===== config.mk =====
export PLATFORM = sky130hd
export DESIGN_NAME = sci_halt_ctrl
export DESIGN_NICKNAME = d
export VERILOG_FILES = /design/src/rtl/sci_halt_pkg.sv /design/src/rtl/sci_halt_cond.sv /design/src/rtl/sci_halt_fsm.sv /design/src/rtl/sci_halt_ctrl.sv
export SDC_FILE = /design/constraint.sdc
export NUM_CORES = 1
export LEC_CHECK = 0
export BUFFER_PORTS_ARGS = -buffer_cell sky130_fd_sc_hd__buf_2
export CAP_MARGIN = 20
export CORE_AREA = 3 3 40 42
export DETAILED_ROUTE_END_ITERATION = 8
export DIE_AREA = 0 0 43 45
export SETUP_SLACK_MARGIN = 0.1
export SLEW_MARGIN = 5
export SYNTH_ARGS = -nofsm -noshare
export SYNTH_HDL_FRONTEND = slang
export SYNTH_SLANG_ARGS = --single-unit

===== constraint.sdc =====
create_clock -name clk -period 1.1 [get_ports clk]
set_input_delay 0.33 -clock clk [delete_from_list [all_inputs] [get_ports clk]]
set_output_delay 0.33 -clock clk [all_outputs]
set_load 0.02 [all_outputs]

===== src/rtl/sci_halt_pkg.sv =====
package sci_halt_pkg;
  typedef enum logic [1:0] {
    ST_RUN   = 2'd0,
    ST_DRAIN = 2'd1,
    ST_HALT  = 2'd2
  } halt_state_e;

  typedef struct packed {
    logic char_enter;
    logic lin_enter_now;
    logic lin_enter_drain;
    logic lin_rx_kill;
    logic exit_ok;
  } halt_dec_t;
endpackage


===== src/rtl/sci_halt_cond.sv =====
module sci_halt_cond
  import sci_halt_pkg::*;
(
  input  logic      stop_req,
  input  logic      lin_sel,
  input  logic      mod_dis,
  input  logic      tx_busy,
  input  logic      rx_busy,
  output halt_dec_t dec
);
  always_comb begin
    dec.char_enter      = stop_req && !lin_sel && !tx_busy && !rx_busy;
    dec.lin_enter_now   = stop_req && lin_sel && !tx_busy;
    dec.lin_enter_drain = stop_req && lin_sel && tx_busy;
    dec.lin_rx_kill     = stop_req && lin_sel && rx_busy;
    dec.exit_ok         = !stop_req && !mod_dis;
  end
endmodule


===== src/rtl/sci_halt_fsm.sv =====
module sci_halt_fsm
  import sci_halt_pkg::*;
(
  input  logic      clk,
  input  logic      rst,
  input  halt_dec_t dec,
  input  logic      lin_sel,
  input  logic      mod_dis,
  input  logic      tx_busy,
  input  logic      rx_busy,
  input  logic      stop_req,
  input  logic      tx_byte_end,
  output logic      halted,
  output logic      tx_wind_down,
  output logic      rx_abort,
  output logic      lin_eng_rst,
  output logic      wcnt_clr,
  output logic      set_tdre,
  output logic      set_txrdy
);
  halt_state_e state;

  always_ff @(posedge clk) begin
    if (rst) begin
      state       <= ST_RUN;
      rx_abort    <= 1'b0;
      lin_eng_rst <= 1'b0;
      wcnt_clr    <= 1'b0;
      set_tdre    <= 1'b0;
      set_txrdy   <= 1'b0;
    end else begin
      rx_abort    <= 1'b0;
      lin_eng_rst <= 1'b0;
      wcnt_clr    <= 1'b0;
      set_tdre    <= 1'b0;
      set_txrdy   <= 1'b0;
      unique case (state)
        ST_RUN: begin
          if (dec.lin_rx_kill) rx_abort <= 1'b1;
          if (dec.char_enter) begin
            state <= ST_HALT;
          end else if (dec.lin_enter_drain) begin
            state <= ST_DRAIN;
          end else if (dec.lin_enter_now) begin
            state       <= ST_HALT;
            lin_eng_rst <= 1'b1;
            wcnt_clr    <= 1'b1;
          end
        end
        ST_DRAIN: begin
          if (tx_byte_end) begin
            state       <= ST_HALT;
            lin_eng_rst <= 1'b1;
            wcnt_clr    <= 1'b1;
          end
        end
        ST_HALT: begin
          if (dec.exit_ok) begin
            state     <= ST_RUN;
            set_txrdy <= lin_sel;
            set_tdre  <= !lin_sel;
          end
        end
        default: state <= ST_RUN;
      endcase
    end
  end

  assign halted       = (state == ST_HALT);
  assign tx_wind_down = (state == ST_DRAIN);

  // character mode never halts while an engine is busy
  a_r1_char_busy_hold: assert property (@(posedge clk) disable iff (rst)
    (state == ST_RUN && stop_req && !lin_sel && (tx_busy || rx_busy)) |=> !halted);
  // wind-down holds off halt until the byte ends
  a_r4_drain_waits: assert property (@(posedge clk) disable iff (rst)
    (tx_wind_down && !tx_byte_end) |=> (tx_wind_down && !halted));
  // the end of a wind-down brings the LIN cleanup strobes
  a_r5_drain_cleanup: assert property (@(posedge clk) disable iff (rst)
    (tx_wind_down && tx_byte_end) |=> (halted && lin_eng_rst && wcnt_clr));
  // disable keeps the controller halted
  a_r8_disable_hold: assert property (@(posedge clk) disable iff (rst)
    (halted && mod_dis) |=> halted);
  // strobes last one cycle, ready strobes are exclusive
  a_r10_tdre_single: assert property (@(posedge clk) disable iff (rst)
    set_tdre |=> !set_tdre);
  a_r10_txrdy_single: assert property (@(posedge clk) disable iff (rst)
    set_txrdy |=> !set_txrdy);
  a_r10_ready_excl: assert property (@(posedge clk) disable iff (rst)
    $onehot0({set_tdre, set_txrdy}));
  // ready strobes only come with leaving halt
  a_r12_ready_on_exit: assert property (@(posedge clk) disable iff (rst)
    (set_tdre || set_txrdy) |-> (!halted && $past(halted)));
endmodule


===== src/rtl/sci_halt_ctrl.sv =====
module sci_halt_ctrl
  import sci_halt_pkg::*;
(
  input  logic clk,
  input  logic rst,
  input  logic stop_req,
  input  logic lin_sel,
  input  logic mod_dis,
  input  logic tx_busy,
  input  logic rx_busy,
  input  logic tx_byte_end,
  output logic halted,
  output logic tx_wind_down,
  output logic rx_abort,
  output logic lin_eng_rst,
  output logic wcnt_clr,
  output logic set_tdre,
  output logic set_txrdy
);
  halt_dec_t dec;

  sci_halt_cond u_cond (
    .stop_req (stop_req),
    .lin_sel  (lin_sel),
    .mod_dis  (mod_dis),
    .tx_busy  (tx_busy),
    .rx_busy  (rx_busy),
    .dec      (dec)
  );

  sci_halt_fsm u_fsm (
    .clk          (clk),
    .rst          (rst),
    .dec          (dec),
    .lin_sel      (lin_sel),
    .mod_dis      (mod_dis),
    .tx_busy      (tx_busy),
    .rx_busy      (rx_busy),
    .stop_req     (stop_req),
    .tx_byte_end  (tx_byte_end),
    .halted       (halted),
    .tx_wind_down (tx_wind_down),
    .rx_abort     (rx_abort),
    .lin_eng_rst  (lin_eng_rst),
    .wcnt_clr     (wcnt_clr),
    .set_tdre     (set_tdre),
    .set_txrdy    (set_txrdy)
  );

  // a LIN stop during reception aborts it on the next cycle
  a_r6_rx_kill: assert property (@(posedge clk) disable iff (rst)
    (!halted && !tx_wind_down && stop_req && lin_sel && rx_busy) |=> rx_abort);
  // first cycle after reset is running with strobes low
  a_r11_reset_state: assert property (@(posedge clk)
    rst |=> (!halted && !tx_wind_down && !rx_abort && !set_tdre && !set_txrdy));
endmodule


==> Word level (Yosys, flattened, before mapping) <==
Index checks and enable logic that the tools add are counted.
{ "word_totals": {"reg_bits": 6, "in_bits": 8} }
{ "classes": {"n_bitwise": 3, "reduce_logical": 17, "eq_ne": 5, "mux": 12} }
{ "ops": {"columns": ["op", "n"], "rows": [
  ["2-bit 2-to-1 mux", 5],
  ["1-bit logical AND", 8],
  ["2-bit one-hot mux with 3 select lines", 1],
  ["1-bit logical NOT", 5],
  ["1-bit 2-to-1 mux", 5],
  ["4-bit inequality test, second input constant", 1],
  ["1-bit NOT", 3],
  ["3-bit AND reduction", 1],
  ["3-bit OR reduction", 1],
  ["2-bit by 1-bit equality test with 1-bit output, second input constant", 1],
  ["2-bit equality test, second input constant", 1],
  ["2-bit logical NOT", 1],
  ["2-bit by 1-bit inequality test with 1-bit output, second input constant", 1],
  ["2-bit inequality test, second input constant", 1],
  ["1-bit one-hot mux with 2 select lines", 1],
  ["2-bit OR reduction", 1]
]} }

==> Depth between registers and ports, before layout <==
Gate-level depths: netlist of run 1.
{ "logic_depth": {"ltp_word": 6, "mapped_depth": 3} }

==> By module <==
From an unflattened synthesis of run 1, not the netlist that was laid out.
{ "unflattened": {"hier_cells": 28, "hier_area_um2": 290.3} }
{ "by_module_without_submodules": {"columns": ["mod", "area_per_inst_um2", "instances", "seq_area_each_um2", "cells_each"], "rows": [
  ["sci_halt_fsm", 250.2, 1, 120.1, 23],
  ["sci_halt_cond", 40.0, 1, 0.0, 5]
]} }

==> Least setup slack after synthesis of run 1 <==
OpenSTA, ideal clock, no wires.
{ "synth_path": {"path_kind": "register to register", "start": "register u_fsm.state[1]", "end": "register u_fsm.set_txrdy", "path_stages_with_launch": 4, "slack_ns": -0.080, "n_path_buf": 0, "required_ns": 1.041, "period_less_slack_ns": 1.180, "arrival_ns": 1.122, "setup_ns": 0.059, "cell_sequence": "dfxtp_1 -> nor2b_1 -> and3b_1 -> and2_1"} }
{ "synth_via": {"elab_chain_len": 3} }
{ "synth_lines": {"columns": ["element", "line_no", "rtl"], "rows": [
  ["start: declaration", "sci_halt_fsm.sv:21", "halt_state_e state;"],
  ["start signal: assignment", "sci_halt_fsm.sv:25", "state <= ST_RUN;"],
  ["start signal: assignment", "sci_halt_fsm.sv:41", "state <= ST_HALT;"],
  ["start signal: assignment", "sci_halt_fsm.sv:43", "state <= ST_DRAIN;"],
  ["2-bit equality test", null, null],
  ["named net halted", "sci_halt_ctrl.sv:12", "output logic halted,"],
  ["1-bit NOT (no source line)", null, null],
  ["3-bit OR reduction (no source line)", null, null],
  ["end signal: assignment", "sci_halt_fsm.sv:60", "set_txrdy <= lin_sel;"],
  ["end: declaration", "sci_halt_fsm.sv:19", "output logic set_txrdy"]
]} }
The timed path passes the listed nets, and every way through them passes these cells.
A chain may end at the register's enable or synchronous reset.

==> Worst setup path in the final report of run 1 <==
{ "layout_path": {"start": "register u_fsm.state[0]", "end": "output port halted"} }
{ "layout_via": {"elab_chain_len": 1} }
{ "layout_lines": {"columns": ["element", "line_no", "rtl"], "rows": [
  ["2-bit equality test", "sci_halt_fsm.sv:69", "assign halted = (state == ST_HALT);"],
  ["end: declaration", "sci_halt_ctrl.sv:12", null]
]} }
Every way passes these cells.

==> results of run 1 <==
## routing by layer
metal  vias to the layer above  part of all wire (%)  wire [um]
met2                        11                    48        381
met3                         2                   6.1         48
li1                        153                     -          -
met4                         0                   2.3         18
met1                       131                    43        339
met5                         -                     0          0
## worst reg2reg max path: cells and delay by family (launching register included)
family	cells	cell delay, ps
DFF	1	330
AOI/OAI and AO/OA	2	300
muxes	1	190
buffers and inverters	2	260
## power by group through the flow
| stage | combinational (W) | clock (W) | sequential [W] |
|---|---|---|---|
| floorplan | 0.0000747 | 0 | 0.000256 |
| global placement | 0.000132 | 0 | 0.000254 |
| detailed placement | 0.000132 | 0 | 0.000254 |
| CTS | 0.000164 | 0.000208 | 0.000250 |
| global route | 0.000191 | 0.000214 | 0.000254 |
| finish | 0.000178 | 0.000201 | 0.000251 |
## how the worst min path moves through the flow
| stage | from | endpoint | depth (start not counted) |
|---|---|---|---|
| global route | rst | u_fsm.lin_eng_rst | 2 |
| global placement | rst | u_fsm.state[0] | 2 |
| finish | rst | u_fsm.rx_abort | 2 |
| floorplan | rst | u_fsm.state[0] | 1 |
| CTS | rst | u_fsm.state[0] | 2 |
| detailed placement | rst | u_fsm.lin_eng_rst | 2 |
## layout make-up
class                           count  share of cell area, %
Clock buffer                        3                  4.054
Inverter                            2                  1.351
Multi-Input combinational cell     21                  35.81
Timing Repair Buffer               22                  31.98
Tap cell                           15                  3.378
Sequential cell                     6                  23.42
## sequential cells by signal (all words and copies together), names as in the netlist
register           cells
u_fsm.state            2
u_fsm.set_txrdy        1
u_fsm.rx_abort         1
u_fsm.set_tdre         1
u_fsm.lin_eng_rst      1
## repair_timing
item                       in CTS  in global routing
setup endpoints to repair      10                 11
gates resized for setup        21                  3
cloned                          0                  0
pin swaps                       0                  1
setup buffers                   2                  0
## through the flow
stage / hold slack, ps / power [W] / std cells
after global placement: 571.2 / 0.0003864 / 64
after floorplan: 401.6 / 0.0003311 / 30
final: 323.8 / 0.0006308 / 69
after detailed placement: 579.5 / 0.0003858 / 64
after global routing: 329.8 / 0.0006591 / 69
after CTS: 317.0 / 0.0006224 / 69
## placed cells by master (no fill, tap or decap)
master     count
a221oi_2       1
a2bb2oi_1      1
and2_1         1
and2b_1        1
and3b_1        1
buf_2          7
buf_4          7
buf_6          8
clkbuf_4       3
dfxtp_2        5
dfxtp_4        1
inv_1          2
mux2i_1        1
nand2_1        1
nand4b_1       1
nand4bb_4      1
nor2_1         3
nor2b_1        1
nor2b_4        2
nor3b_1        1
nor3b_2        1
o21a_1         1
o21bai_1       1
o2bb2ai_2      1
or2b_1         1
## kinds of logic (layout without fill, tap and decap cells)
logic type / count (synthesis) / count (layout)
AOI/OAI and AO/OA: 5 / 5
buffers and inverters: 3 / 27
DFF: 6 / 6
muxes: 1 / 1
and+or+nand+nor: 15 / 15
==> results.tsv, run 1 <==
stage	metric	value	unit
grt	grt.busiest_layer	met2	
cts	cts.sinks	6	
drt	drt_iter0_drc	1	
setup_path	cp_max_fo	4	
placement	place_ws	-12.06	ps
timing	finalSetupViolCount	5	
pwr	comb_power_share	28.2	%
pwr	powerDensity	1136	nW/um2
timing	max_freq	802.2	MHz
cts	cts_hold_buf	0	
cts	cts_htree_levels	1	
setup_path	reg2reg_to	u_fsm.state[1]	
die	dieHeight	45	um
logic_synthesis	synth_top_cell_by_area	dfxtp_1	
setup_path	endpoint	halted	
drt	totalWireLength	787	um
timing	drv_slew	0	
setup_path	reg2reg_depth	5	
drt	dr.pass1.iters	2	
timing	fin_skew	0.4348	ps
pwr	p_sw_share	26.54	%
logic_synthesis	avgSynthCellArea	9.718	um2
grt	grt.overflow.total	0	
pwr	p_leak	0.2611	nW
setup_path	path_cells	buf_6 -> nor2b_4 -> buf_6	
setup_path	r2r_slack	-50	ps
die	die_x	43	um
die	ios	15	
logic_synthesis	synth_cell_type_count	19	
setup_path	cp-startpoint	u_fsm.state[0]	
timing	period_needed	1247	ps
grt	grt_pass1_vias	289	
cts	clock_latency	240	ps
timing	rsz0062_at_grt	yes	
logic_synthesis	async_reset_ff_share	0	%
logic_synthesis	synthSimpleGateAreaFrac	33.91	%
finish	num-fill-cells	123	
finish	final_core_util	43.23	%
logic_synthesis	synthCells	30	
grt	antenna_found_initial	0	
pwr	p_int	0.0004634	W
cts	clock_path_buffers	2	
run	drv_cap	0	
logic_synthesis	synth_mux_area_share	3.433	%
timing	fin_crit_sh	113.3	%
setup_path	cp_slowest_stage_delay	330	ps
die	initial_core_util	22.69	%
min_path	hold_path.class	input pin to register	
status	failed_checks	setup timing	
logic_synthesis	synthXorXnorAreaFrac	0	%
finish	num_antenna_cells	0	
grt	use_met2	13.17	%
logic_synthesis	synthFlopType	dfxtp_1	
setup_path	cp_common_cell	buf_6	
cts	cts_buffers	3	
setup_path	critPathTopFamily	flip-flops	
cts	cts_tree	done	
timing	fin_ws	-146.5	ps
pwr	switchingPower	0.0001674	W
finish	multi_input_area	198.9	um2
drt	drc_errors	0	
timing	slew_headroom	83.67	%
grt	met3_usage	1.594	%
setup_path	critical_path_required	770	ps
timing	timing_hold_violations_final	0	
placement	gp_congestion	0.7430	
finish	fin_nets	64	
finish	final_area	555.5	um2
pwr	vdd_drop_max	0.2832	mV
pwr	clkPwrFrac	31.9	%
logic_synthesis	synth_area	291.5	um2
logic_synthesis	ys_warn_count	0	
setup_path	worstPathArrival	920	ps
finish	areaGrowthSynthToFinish	90.56	%
finish	ff_latch_area	130.1	um2
die	rows	13	
logic_synthesis	synth_seq_cells	6	
timing	tightest_slew	244.4	ps
setup_path	criticalPathCategory	register to output port	
grt	grt_pass1_wl	1.145	mm
logic_synthesis	synth_top_family_by_area	simple AND/OR/NAND/NOR gates	
placement	io_buffer_count	14	
drt	wl_per_cell	11.41	um
placement	postPlaceCellArea	434.2	um2
pwr	pwr-share-seq	39.8	%
drt	viasPerCell	4.304	
logic_synthesis	syn-num-nets	38	
setup_path	end_kind	output port	
die	core_area	1285	um2
cts	root_buffer	clkbuf_4	
logic_synthesis	yosysTopAreaCellShare	41.20	%
drt	antenna_left	0	
setup_path	critical_path_buf_inv_count	2	
logic_synthesis	netlist_top_cells_count	dfxtp_1, nor2_1, nor2b_1	
setup_path	r2r-start	u_fsm.state[0]	
timing	tns	-395.7	ps
cts	cts.clk_slew.worst_paths	40	ps
die	die-area	1935	um2
setup_path	critPathLaunchType	register	
placement	place_hpwl	567.9	um
grt	grt_max_degree	7	
setup_path	cp_slowest_cell	dfxtp_2	
logic_synthesis	ys_seq_area_share	41.20	%
grt	use_met1	8.873	%
status	status	complete, but fails checks	
finish	drive_gt1_share	68.52	%
drt	dr_total_vias	297	
grt	track_usage	8.313	%
logic_synthesis	synth.most_common_cell	dfxtp_1	
logic_synthesis	synthTopCellsByArea	dfxtp_1, nor2b_1, a221oi_2, nor3b_1, nand4bb_1	
logic_synthesis	synthAdderAreaFrac	0	%
setup_path	cp.depth	3	
logic_synthesis	synth_edf_count	0	
logic_synthesis	synth_compound_area_share	16.31	%
(Power assumes the default switching activity.)
==> inputs of run 2 (changes only) <==
--- a/config.mk
+++ b/config.mk
@@ -5,6 +5,7 @@
 export SDC_FILE = /design/constraint.sdc
 export NUM_CORES = 1
 export LEC_CHECK = 0
+export ABC_AREA = 1
 export BUFFER_PORTS_ARGS = -buffer_cell sky130_fd_sc_hd__buf_2
 export CAP_MARGIN = 20
 export CORE_AREA = 3 3 40 42
==> results.tsv, run 2 <==
stage	metric	value	unit
status	status	complete, but fails checks	
status	failed_checks	setup timing	
finish	num_antenna_cells	0	
grt	use_met1	8.675	%
logic_synthesis	avgSynthCellArea	6.590	um2
logic_synthesis	syn-num-nets	53	
logic_synthesis	async_reset_ff_share	0	%
timing	fin_crit_sh	111.6	%
logic_synthesis	synthCells	45	
finish	areaGrowthSynthToFinish	77.64	%
setup_path	reg2reg_depth	8	
grt	grt_max_degree	7	
logic_synthesis	synth_seq_cells	6	
timing	finalSetupViolCount	2	
pwr	powerDensity	1373	nW/um2
logic_synthesis	ys_warn_count	0	
drt	dr.pass1.iters	4	
logic_synthesis	synthFlopType	dfxtp_1	
drt	viasPerCell	4.506	
drt	dr_total_vias	365	
timing	max_freq	814.6	MHz
pwr	pwr-share-seq	34.5	%
die	core_area	1285	um2
setup_path	criticalPathCategory	register to output port	
drt	wl_per_cell	10.85	um
logic_synthesis	synth_cell_type_count	11	
setup_path	critical_path_required	770	ps
min_path	hp-start	rst	
pwr	p_leak	0.2615	nW
pwr	vdd_drop_max	0.5168	mV
grt	use_met2	13.77	%
finish	fin_nets	76	
setup_path	worstPathArrival	900	ps
logic_synthesis	synth_area	296.5	um2
placement	io_buffer_count	14	
timing	tightest_slew	163.0	ps
grt	grt.overflow.total	0	
min_path	whs_endpoint	u_fsm.state[0]	
placement	gp_congestion	0.7217	
pwr	clkPwrFrac	28.7	%
grt	grt_pass1_wl	1.145	mm
timing	period_needed	1228	ps
die	rows	13	
grt	met3_usage	6.375	%
setup_path	cp_max_fo	3	
finish	final_common_cell	nor2_1	
timing	timing_hold_violations_final	0	
timing	rsz0062_at_grt	yes	
logic_synthesis	netlist_top_cells_count	nor2_1, inv_1, nand2_1	
cts	cts.sinks	6	
die	ios	15	
setup_path	cp_common_cell	inv_2	
cts	cts_buffers	3	
timing	drv_slew	0	
grt	grt_pass1_vias	292	
pwr	p_int	0.0004830	W
grt	grt.busiest_layer	met2	
drt	drc_errors	0	
setup_path	end_kind	output port	
logic_synthesis	ys_seq_area_share	40.51	%
setup_path	cp_slowest_cell	dfxtp_2	
placement	place_hpwl	532.8	um
grt	antenna_found_initial	0	
min_path	hold_depth	2	
die	dieHeight	45	um
finish	final_area	526.8	um2
drt	antenna_left	0	
cts	root_buffer	clkbuf_4	
timing	slew_headroom	89.12	%
die	die-area	1935	um2
cts	cts_hold_buf	0	
drt	drt_iter0_drc	6	
die	initial_core_util	23.08	%
setup_path	reg2reg_to	u_fsm.state[1]	
setup_path	r2r-start	u_fsm.state[0]	
setup_path	path_cells	inv_2 -> nand2_2 -> inv_2 -> buf_6	
pwr	p_sw_share	33.20	%
finish	largest_reg_flops	2	
logic_synthesis	synth_top_cell_by_area	dfxtp_1	
cts	clock_path_buffers	2	
cts	clock_latency	250	ps
cts	cts.clk_slew.worst_paths	40	ps
logic_synthesis	synth_edf_count	0	
drt	totalWireLength	879	um
placement	postPlaceCellArea	385.4	um2
finish	drive_gt1_share	68.18	%
run	drv_cap	0	
logic_synthesis	yosysTopAreaCellShare	40.51	%
timing	fin_ws	-127.6	ps
grt	track_usage	8.410	%
cts	cts_htree_levels	1	
setup_path	cp_slowest_stage_delay	360	ps
setup_path	critPathLaunchType	register	
pwr	switchingPower	0.0002401	W
finish	num-fill-cells	146	
timing	fin_skew	6.300	ps
cts	cts_tree	done	
placement	place_ws	30.95	ps
finish	largest_register	u_fsm.state	
setup_path	r2r_slack	70	ps
finish	final_core_util	40.99	%
min_path	hold_path.class	input pin to register	
logic_synthesis	synth.most_common_cell	nor2_1	
pwr	comb_power_share	36.8	%
logic_synthesis	synthTopCellsByArea	dfxtp_1, nor2_1, inv_1, nand2_1, nor2_2	
finish	layout_common_cells	nor2_1, buf_6, buf_2	
die	die_x	43	um
==> run 2: cell types whose count changed in the layout (fill, tap and decap cells not counted), moves of 2 or more <==
cell / previous run / this run
buf_4: 7 / 4
inv_2: 0 / 5
nand2_1: 1 / 4
nand2_2: 0 / 6
nand3_1: 0 / 2
nor2_1: 3 / 10
nor2_2: 0 / 2
nor2b_4: 2 / 0
==> run 2: metrics by stage <==
| stage | hold slack (ps) | TNS [ps] | total power (W) | std cells |
|---|---|---|---|---|
| 5_1_grt | 260.2 | -334.8 | 0.0007632 | 81 |
| 3_3_place_gp | 525.8 | 0 | 0.0004091 | 74 |
| 2_1_floorplan | 399.1 | 0 | 0.0003505 | 45 |
| 4_1_cts | 257.2 | -197.4 | 0.0006868 | 81 |
| 3_5_place_dp | 525.5 | 0 | 0.0004093 | 74 |
| 6_report | 255.5 | -232.9 | 0.0007232 | 81 |
==> run 2: power groups by stage <==
stage          combinational (W)  clock (W)  sequential [W]
2_1_floorplan          0.0000981          0        0.000252
3_3_place_gp            0.000161          0        0.000248
3_5_place_dp            0.000161          0        0.000248
4_1_cts                 0.000225   0.000213        0.000249
5_1_grt                 0.000290   0.000224        0.000249
6_report                0.000266   0.000207        0.000250
==> run 2: area by class of cell <==
| cell class | count | area [um2] | share of cell area, % |
|---|---|---|---|
| flip-flops and latches | 6 | 130.1 | 24.70 |
| multi-input cells | 30 | 170.2 | 32.30 |
| well taps | 15 | 18.77 | 3.563 |
| inverters | 8 | 30.03 | 5.701 |
| repair buffers | 19 | 155.1 | 29.45 |
| clock buffers | 3 | 22.52 | 4.276 |
==> run 2: how the worst max path moves through the flow <==
stage	slack [ps]	start	end
2_1_floorplan	170	u_fsm.state[1]	tx_wind_down
3_3_place_gp	40	stop_req	u_fsm.state[1]
3_5_place_dp	30	stop_req	u_fsm.state[1]
4_1_cts	-100	u_fsm.state[1]	tx_wind_down
5_1_grt	-160	u_fsm.state[1]	tx_wind_down
6_report	-130	u_fsm.state[1]	tx_wind_down
==> run 2: cell families (layout without fill, tap and decap cells) <==
| group | count (synthesis) | in the layout | synth area share (%) |
|---|---|---|---|
| compound gates | 3 | 3 | 6.330 |
| simple gates | 27 | 27 | 40.51 |
| buf+inv | 9 | 30 | 12.66 |
| flops | 6 | 6 | 40.51 |
==> run 2: timing repair <==
| item | 4_1_cts | 5_1_grt |
|---|---|---|
| pin swaps | 2 | 6 |
| setup endpoints to repair | 7 | 9 |
| gates resized for setup | 27 | 8 |
| buffers inserted | 4 | 1 |
| endpoints found under the hold margin | 0 | 0 |
==> run 2: routing by layer <==
metal	part of all wire, %	up-vias
li1	-	181
met1	37	167
met2	50	15
met3	11	2
met4	1.3	0
met5	0	-
==> run 2: critical path, delay by kind of cell (launching register included) <==
kind	cells	cell delay, ps
DFF	1	360
buffers and inverters	3	210
and+or+nand+nor	1	80
==> inputs of run 3 (changes only) <==
--- a/config.mk
+++ b/config.mk
@@ -15,4 +15,5 @@
 export SLEW_MARGIN = 5
 export SYNTH_ARGS = -nofsm -noshare
 export SYNTH_HDL_FRONTEND = slang
+export SYNTH_HIERARCHICAL = 1
 export SYNTH_SLANG_ARGS = --single-unit
==> results.tsv, run 3 <==
stage	metric	value	unit
pwr	p_leak	0.2817	nW
logic_synthesis	synth_edf_count	0	
status	failed_checks	setup timing	
setup_path	worstPathArrival	870	ps
timing	drv_slew	0	
finish	areaGrowthSynthToFinish	77.42	%
finish	fin_nets	82	
cts	root_buffer	clkbuf_4	
finish	num_antenna_cells	0	
logic_synthesis	synthTopCellsByArea	dfxtp_1, nor2_1, inv_1, nand2_1, nand3_1	
setup_path	cp_max_fo	3	
logic_synthesis	synth_area	310.3	um2
cts	cts_htree_levels	1	
cts	cts_tree	done	
die	die-area	1935	um2
grt	grt.overflow.total	0	
die	initial_core_util	24.15	%
cts	clock_path_buffers	2	
logic_synthesis	synthFlopType	dfxtp_1	
finish	largest_reg_flops	2	
die	dieHeight	45	um
logic_synthesis	async_reset_ff_share	0	%
run	drv_cap	0	
finish	num-fill-cells	134	
pwr	powerDensity	1288	nW/um2
min_path	hold_path.class	input pin to register	
placement	gp_congestion	0.7726	
status	status	complete, but fails checks	
die	die_x	43	um
logic_synthesis	synth_seq_cells	6	
die	ios	15	
logic_synthesis	ys_seq_area_share	38.71	%
setup_path	reg2reg_depth	6	
drt	drt_iter0_drc	6	
setup_path	criticalPathCategory	register to output port	
setup_path	r2r_slack	80	ps
setup_path	critical_path_required	770	ps
drt	dr.pass1.iters	4	
cts	cts.sinks	6	
logic_synthesis	synth_top_cell_by_area	dfxtp_1	
finish	largest_register	u_fsm/state	
setup_path	cp_slowest_cell	dfxtp_4	
finish	drive_gt1_share	54.17	%
grt	grt_pass1_wl	1.276	mm
cts	cts_buffers	3	
drt	wl_per_cell	9.839	um
grt	track_usage	8.909	%
logic_synthesis	synthCells	51	
setup_path	path_cells	inv_2 -> nor2_4 -> buf_6	
cts	cts.clk_slew.worst_paths	50	ps
setup_path	end_kind	output port	
drt	totalWireLength	856	um
cts	cts_hold_buf	0	
grt	grt_pass1_vias	333	
timing	finalSetupViolCount	2	
logic_synthesis	netlist_top_cells_count	nor2_1, inv_1, nand2_1	
timing	fin_skew	4.374	ps
cts	clock_latency	240	ps
placement	place_hpwl	590.5	um
timing	rsz0062_at_grt	yes	
die	rows	13	
timing	timing_hold_violations_final	0	
logic_synthesis	ys_warn_count	6	
setup_path	r2r-start	u_fsm/state[0]	
logic_synthesis	yosysTopAreaCellShare	38.71	%
logic_synthesis	synth_cell_type_count	12	
drt	dr_total_vias	381	
timing	holdWs	267.6	ps
min_path	hp-start	rst	
drt	antenna_left	0	
setup_path	cp_slowest_stage_delay	370	ps
timing	fin_ws	-103.6	ps
timing	slew_headroom	87.92	%
pwr	vdd_drop_max	0.6689	mV
placement	place_ws	-120.2	ps
drt	viasPerCell	4.379	
min_path	hold_depth	2	
timing	tns	-200.5	ps
logic_synthesis	syn-num-nets	59	
die	core_area	1285	um2
logic_synthesis	avgSynthCellArea	6.084	um2
min_path	whs_endpoint	u_fsm/wcnt_clr	
placement	io_buffer_count	14	
pwr	total_power	0.0007091	W
timing	period_needed	1204	ps
grt	grt_max_degree	5	
drt	drc_errors	0	
grt	antenna_found_initial	0	
finish	layout_common_cells	inv_1, nand2_1, nor2_1	
logic_synthesis	synth.most_common_cell	nor2_1	
setup_path	reg2reg_to	u_fsm/state[1]	
setup_path	critPathLaunchType	register	
timing	fin_crit_sh	109.4	%
timing	max_freq	830.8	MHz
timing	tightest_slew	180.6	ps
==> run 3: changes by cell type after synthesis, sizes merged <==
cell,change
a21oi,+1
a41oi,-1
clkinv,+1
inv,+3
nand2,-1
nand3,+2
and3,+1
==> run 3: per-stage QoR <==
| step | util [%] | instance area (um2) | instances |
|---|---|---|---|
| after floorplan | - | 310.3 | 51 |
| after global placement | 32.23 | 414.1 | 82 |
| after detailed placement | 32.23 | 414.1 | 82 |
| after CTS | 41.48 | 533.0 | 87 |
| after global routing | 42.84 | 550.5 | 87 |
| final | 42.84 | 550.5 | 87 |
==> run 3: area by class of cell <==
cell class	instances	area [um2]	area share, %
Clock buffer	3	22.52	4.091
Inverter	12	47.55	8.636
Multi-Input combinational cell	32	177.7	32.27
Sequential cell	6	132.6	24.09
Tap cell	15	18.77	3.409
Timing Repair Buffer	19	151.4	27.50
==> run 3: logic make-up after synthesis <==
| logic type | Yosys count | synth area share (%) |
|---|---|---|
| DFF | 6 | 38.71 |
| and+or+nand+nor | 29 | 39.52 |
| buffers and inverters | 13 | 16.94 |
| AOI/OAI and AO/OA | 3 | 4.837 |
==> run 3: what timing repair did <==
item / 4_1_cts / 5_1_grt
setup endpoints to repair: 8 / 9
buffers inserted: 2 / 0
resized for setup: 29 / 6
pin swaps: 3 / 1
==> run 3: metal layers <==
metal / part of all wire, % / GRT usage [%] / routed length [um]
met5: 0 / 0 / 0
met4: 1.6 / 1.807 / 14
met3: 9.5 / 6.375 / 81
met2: 46 / 13.47 / 392
met1: 43 / 10.36 / 367
==> run 3: worst max path at each step <==
stage	startpoint	end	slack, ps	cells after the start
after floorplan	u_fsm/state[1]	halted	20	2
after global placement	lin_sel	u_fsm/state[1]	-110	10
after detailed placement	lin_sel	u_fsm/state[1]	-120	10
after CTS	u_fsm/state[0]	tx_wind_down	-130	3
after global routing	u_fsm/state[1]	halted	-140	3
final	u_fsm/state[0]	tx_wind_down	-100	3
==> run 3: critical path, delay by kind of cell, from the launching register on <==
family / cells / cell delay [ps]
flops: 1 / 370
buf+inv: 2 / 170
simple gates: 1 / 90
==> run 3: power breakdown <==
part	switching (W)	internal (W)	leakage, nW	total (W)
Sequential	0.0000211	0.000238	0.0521	0.000259
Clock	0.0000748	0.000123	0.0138	0.000198
Combinational	0.000135	0.000117	0.216	0.000252
Total	0.000231	0.000478	0.282	0.000709
